### src/rtl/avs_rsp_pkg.sv
package avs_rsp_pkg;
   localparam int ERR_N = 6;
   typedef logic [ERR_N-1:0] err_vec_t;

   typedef enum int unsigned {
      ERR_ZERO  = 0,
      ERR_ONES  = 1,
      ERR_MCRC  = 2,
      ERR_SCRC  = 3,
      ERR_UNAV  = 4,
      ERR_INVAL = 5
   } err_idx_e;

   localparam logic [1:0] ST_OK    = 2'd0;
   localparam logic [1:0] ST_UNAV  = 2'd1;
   localparam logic [1:0] ST_SCRC  = 2'd2;
   localparam logic [1:0] ST_INVAL = 2'd3;
endpackage

### src/rtl/avs_rsp_classify.sv
module avs_rsp_classify
   import avs_rsp_pkg::*;
#(
   parameter int FRAME_W  = 32,
   parameter int CRC_W    = 3,
   parameter int DATA_W   = 16,
   parameter int DATA_LSB = 8
) (
   input  logic [FRAME_W-1:0] word_i,
   input  logic [CRC_W-1:0]   crc_i,
   output logic               good_o,
   output err_vec_t           err_o,
   output logic [DATA_W-1:0]  rdata_o
);
   logic [1:0] status;
   logic       all_z, all_o, crc_bad;

   assign status  = word_i[FRAME_W-1 -: 2];
   assign all_z   = ~|word_i;
   assign all_o   = &word_i;
   assign crc_bad = word_i[CRC_W-1:0] != crc_i;
   assign rdata_o = word_i[DATA_LSB +: DATA_W];

   always_comb begin
      err_o  = '0;
      good_o = 1'b0;
      if (all_z)                  err_o[ERR_ZERO]  = 1'b1;
      else if (all_o)             err_o[ERR_ONES]  = 1'b1;
      else if (crc_bad)           err_o[ERR_MCRC]  = 1'b1;
      else if (status == ST_SCRC) err_o[ERR_SCRC]  = 1'b1;
      else if (status == ST_UNAV) err_o[ERR_UNAV]  = 1'b1;
      else if (status == ST_INVAL) err_o[ERR_INVAL] = 1'b1;
      else                        good_o = 1'b1;
   end
endmodule

### config.mk
export PLATFORM = sky130hd
export DESIGN_NAME = avs_rsp_classify
export DESIGN_NICKNAME = d
export VERILOG_FILES = /design/src/rtl/avs_rsp_pkg.sv /design/src/rtl/avs_rsp_classify.sv
export SDC_FILE = /design/constraint.sdc
export NUM_CORES = 1
export LEC_CHECK = 0
export BUFFER_PORTS_ARGS = -buffer_cell sky130_fd_sc_hd__clkbuf_2
export CAP_MARGIN = 40
export CORE_AREA = 2 2 39 41
export DETAILED_ROUTE_END_ITERATION = 10
export DIE_AREA = 0 0 41 43
export GPL_TIMING_DRIVEN = 0
export PLACE_DENSITY = 0.86
export REMOVE_ABC_BUFFERS = 1
export SLEW_MARGIN = 20
export SYNTH_ARGS = -nofsm -noshare
export SYNTH_HDL_FRONTEND = slang
export SYNTH_SLANG_ARGS = --single-unit
### constraint.sdc
create_clock -name vclk -period 1.65
set_input_delay 0.33 -clock vclk [all_inputs]
set_output_delay 0.33 -clock vclk [all_outputs]
set_load 0.03 [all_outputs]
==> metrics.md, run 1 <==
| Metric | Value |
|---|---|
| Total of max-cap violations | 0 |
| Die area | 1763 µm² |
| Count of final hold-check violations | 0 |
| Die H | 43 µm |
| Int Power | 87.31 µW |
| CP required | 1320 ps |
| Min Tclk post-route | 1682 ps |
| Wirelength per Cell | 11.83 µm |
| Violated checks | setup timing |
| Net switching fraction of the power | 0.5682 |
| Largest net degree at the start of global routing | 7 |
| RSZ-0062 raised after global routing | true |
| PnR Total Power | 202.2 µW |
| I/O pin count | 58 |
| Nets@finish | 130 |
| Comb power frac | 1.000 |
| Overall routing resource usage | 0.1159 |
| Post-synthesis sequential area ratio | 0 |
| Placed insts | 108 |
| # hold bufs at CTS | 0 |
| Row Count | 14 |
| Synth Cell Area | 337.8 µm² |
| Setup TNS Final | -64.03 ps |
| Final Routed Wirelength | 1289 µm |
| Status | finished with violations |
| Worst-margin pin slew | 308.9 ps |
| Min-delay src | word_i[22] |
| Hold Crit Class | in -> out |
| Mean Syn Cell Area | 6.756 µm² |
| Normalized max-slew margin | 0.7922 |
| Die width | 41 µm |
| Slew Limit Fails | 0 |
| Maximum clock rate | 594.4 MHz |
| Critical path class | in -> out |
| Vias in the first global route | 413 |
| Sequential cell area | 0 µm² |
| Post-DP HPWL | 1004 µm |
| Layout cell share with drive strength beyond 1 | 0.7419 |
| First-pass GRT wire length | 1483 µm |
| Dpl ws | -142.5 ps |
| Synth warn | 0 |
| Synth-to-Final Area Change | 115.9% |
| Synth top area cells | buf_4, nand4_1, nor4_1 |
| Final setup fails | 3 |
| Worst setup margin | -32.48 ps |
| Initial Util | 0.2441 |
| Worst IR Drop VDD | 0.1067 mV |
| Via count | 573 |
| Post-route DRC | 0 |
| Post-synth top area share | 0.3556 |
| GR Overflow Total | 0 |
| Final hold slack | 931.5 ps |
| Synth cell types | 13 |
| Hold depth | 2 |
| Core area | 1384 µm² |
| CP endpoint kind | output port |
| Hold endpoint | rdata_o[14] |
| Worst EP arrival | 1350 ps |
| Drt via density | 5.257 |
| Number of port buffers | 58 |
| Synth cell count leaders | buf_4, nand4_1, nor4_1 |
| Seq Cell Count | 0 |
| Most common cell in the netlist | buf_4 |
| P_sw | 114.9 µW |
| Leakage | 0.0003488 µW |
| Starting DRT DRC Count | 1 |
| Clkbuf count | 0 |
| Clock Power Share | 0 |
| Drt first pass iters | 2 |
| Diode count | 0 |
| Register share of total power | 0 |
| ANT nets after route | 0 |
| Mapped Cells | 50 |
| Initial antenna violation count | 0 |
| Gpl congestion | 0.6653 |
| Final Cycle Share | 1.020 |
| Crit Path Max Fanout | 3 |
| Crit path launch type | primary input |
| Dominant cell type by area after synthesis | buf_4 |
| Fin cells | 109 |
| Pwr dens | 277.2 nW/µm² |
[cell families after synthesis]
group	after synthesis	synth area share
AOI/OAI and AO/OA	2	0.03703
xor gates and xnor gates	3	0.07779
buffers and inverters	17	0.3667
and+or+nand+nor	28	0.5185
[power by group through the flow]
stage	Combinational (µW)	Clock, µW	Sequential (µW)
2_1_floorplan	29.6	0	0
3_3_place_gp	155	0	0
3_5_place_dp	157	0	0
4_1_cts	165	0	0
5_1_grt	216	0	0
6_report	202	0	0
[worst max-delay path by stage]
stage               startpoint        to  slack (ps)  cells past startpoint
finish               word_i[9]    good_o         -30                      6
global route        word_i[11]  err_o[2]         -70                      6
CTS                 word_i[23]    good_o         -30                      6
detailed placement   word_i[1]  err_o[2]        -140                      6
global placement    word_i[20]  err_o[2]         -50                      6
floorplan            word_i[2]    good_o        -270                      3
[final cells by class]
class | instances | area (µm²)
fillers | 127 | 654.4
repair buffers | 59 | 402.9
well taps | 16 | 20.02
inverters | 1 | 3.754
multi-input cells | 33 | 302.8
[critical path, stage by stage]
cell and delay, ps:
clkbuf_2 100, nor4_1 340, nand4_1 190, nor2_1 160
nor4_1 70, buf_4 170
[placed cells by master (no fill, tap or decap), types with 2 or more instances in the layout]
cell / Yosys / layout
nand2_1: 2 / 2
nand4_1: 10 / 10
nor4_1: 10 / 4
clkbuf_2: 0 / 40
nor3b_1: 2 / 2
buf_6: 0 / 10
nor4_2: 1 / 3
nor4_4: 0 / 4
buf_8: 0 / 3
buf_4: 16 / 5
xnor2_1: 3 / 3
[what timing repair did]
action | in CTS | in global routing
gates resized for setup | 8 | 50
buffers inserted | 0 | 1
setup endpoints to repair | 3 | 7
pin swaps | 4 | 12
[routing by layer]
metal	wire (µm)	track usage	part of all wire	vias up
li1	-	-	-	276
met1	419	0.1139	0.33	247
met2	701	0.2500	0.54	50
met3	168	0	0.13	0
met4	0	0	0	0
met5	0	0	0	-
[per-stage QoR]
stage | instance area, µm² | utilization
final | 729.5 | 0.5271
after global routing | 729.5 | 0.5271
after CTS | 565.5 | 0.4087
after detailed placement | 528.0 | 0.3816
after global placement | 528.0 | 0.3816
after floorplan | 217.7 | -
Power figures use the tool's default switching activity.
==> run 2, diff against run 1 <==
Settings changed: RECOVER_POWER from default to 50.
==> metrics.md, run 2 (same netlist as run 1, synthesis figures left out) <==
| Metric | Value |
|---|---|
| Post-route DRC | 0 (unchanged) |
| Critical path class | in -> out (unchanged) |
| Final setup fails | 3 (unchanged) |
| Total of max-cap violations | 0 (unchanged) |
| ANT nets after route | 0 (unchanged) |
| Final hold slack | 934.5 ps (was 931.5 ps) |
| Gpl congestion | 0.6653 (unchanged) |
| Fin cells | 109 (unchanged) |
| Most frequent cells in the layout | clkbuf_2, nand4_1, buf_6 (unchanged) |
| Crit Path Max Fanout | 3 (unchanged) |
| Seq Cell Count | 0 (unchanged) |
| RSZ-0062 raised after global routing | true (unchanged) |
| Die width | 41 µm (unchanged) |
| Placed insts | 108 (unchanged) |
| Layout cell share with drive strength beyond 1 | 0.6452 (was 0.7419) |
| Violated checks | setup timing (unchanged) |
| CP required | 1320 ps (about the same) |
| CP endpoint kind | output port (unchanged) |
| Wirelength per Cell | 12.01 µm (was 11.83 µm) |
| Overall routing resource usage | 0.1159 (unchanged) |
| Worst IR Drop VDD | 0.1047 mV (was 0.1067 mV) |
| Vias in the first global route | 413 (unchanged) |
| Status | finished with violations (unchanged) |
| Normalized max-slew margin | 0.7539 (was 0.7922) |
| Die H | 43 µm (unchanged) |
| Core area | 1384 µm² (unchanged) |
| Placement Cell Area | 528.0 µm² (unchanged) |
| First-pass GRT wire length | 1483 µm (unchanged) |
| Dpl ws | -142.5 ps (unchanged) |
| Clkbuf count | 0 (unchanged) |
| Initial Util | 0.2441 (unchanged) |
| Min Tclk post-route | 1683 ps (was 1682 ps) |
| Slew Limit Fails | 0 (unchanged) |
| Count of final hold-check violations | 0 (unchanged) |
| Final Routed Wirelength | 1309 µm (was 1289 µm) |
| Sequential cell area | 0 µm² (unchanged) |
| # hold bufs at CTS | 0 (unchanged) |
| Pwr dens | 277.5 nW/µm² (was 277.2 nW/µm²) |
| Initial antenna violation count | 0 (unchanged) |
| Worst setup margin | -32.57 ps (was -32.48 ps) |
| Synth-to-Final Area Change | 112.6% (was 115.9%) |
| GR Overflow Total | 0 (unchanged) |
| Final Cycle Share | 1.020 (about the same) |
| Via count | 570 (was 573) |
| Largest net degree at the start of global routing | 7 (unchanged) |
| Nets@finish | 130 (unchanged) |
| Diode count | 0 (unchanged) |
| Worst-margin pin slew | 370.7 ps (was 308.9 ps) |
| Worst EP arrival | 1350 ps (about the same) |
| I/O pin count | 58 (unchanged) |
| Starting DRT DRC Count | 1 (unchanged) |
| Leakage | 0.0003221 µW (was 0.0003488 µW) |
| Crit path launch type | primary input (unchanged) |
| Die area | 1763 µm² (unchanged) |
| Row Count | 14 (unchanged) |
| Number of port buffers | 58 (unchanged) |
| Maximum clock rate | 594.3 MHz (was 594.4 MHz) |
| Post-Route Utilization | 0.5190 (was 0.5271) |
| Hold Crit Class | in -> out (unchanged) |
| Drt via density | 5.229 (was 5.257) |
| Final non-filler cell area | 718.2 µm² (was 729.5 µm²) |
| Drt first pass iters | 2 (unchanged) |
| Commonest non-fill, non-tap cell in the layout | clkbuf_2 (unchanged) |
| Post-DP HPWL | 1004 µm (unchanged) |
==> run 2: per-stage QoR <==
stage / total power (µW) / setup TNS [ps]
5_1_grt: 212.9 / -252.3
4_1_cts: 164.6 / -63.20
3_5_place_dp: 156.9 / -329.7
3_3_place_gp: 154.7 / -70.13
2_1_floorplan: 29.63 / -468.2
6_report: 199.3 / -63.44
==> run 2: path summary, 6_finish.rpt <==
kind,end,cells after the start,startpoint
worst max-delay path,good_o,6,word_i[9]
worst min-delay path,rdata_o[1],2,word_i[9]
==> run 2: per-layer routing <==
metal | global-route usage | share of wire
met1 | 0.1139 | 0.32
met2 | 0.2500 | 0.54
met3 | 0 | 0.14
met4 | 0 | 0
met5 | 0 | 0
==> run 2: cell type report <==
cell class,instances,area (µm²)
multi-input cells,33,302.8
well taps,16,20.02
inverters,1,3.754
fillers,133,665.6
repair buffers,59,391.6
==> run 2: where the power goes <==
group	leakage (µW)	switching (µW)	internal, µW
logic	0.000322	115	84.3
clock network	0	0	0
registers	0	0	0
total	0.000322	115	84.3
==> run 2: repair_timing <==
| action | CTS | global route |
|---|---|---|
| buffers inserted | 0 | 1 |
| gates resized for setup | 8 | 50 |
| endpoints found under the setup margin | 3 | 7 |
| pin swaps | 4 | 12 |
==> run 2: worst max-delay path, stage by stage <==
cell and delay (ps):
clkbuf_2 100, nor4_1 340, nand4_1 190, nor2_1 160
nor4_1 70, buf_4 170
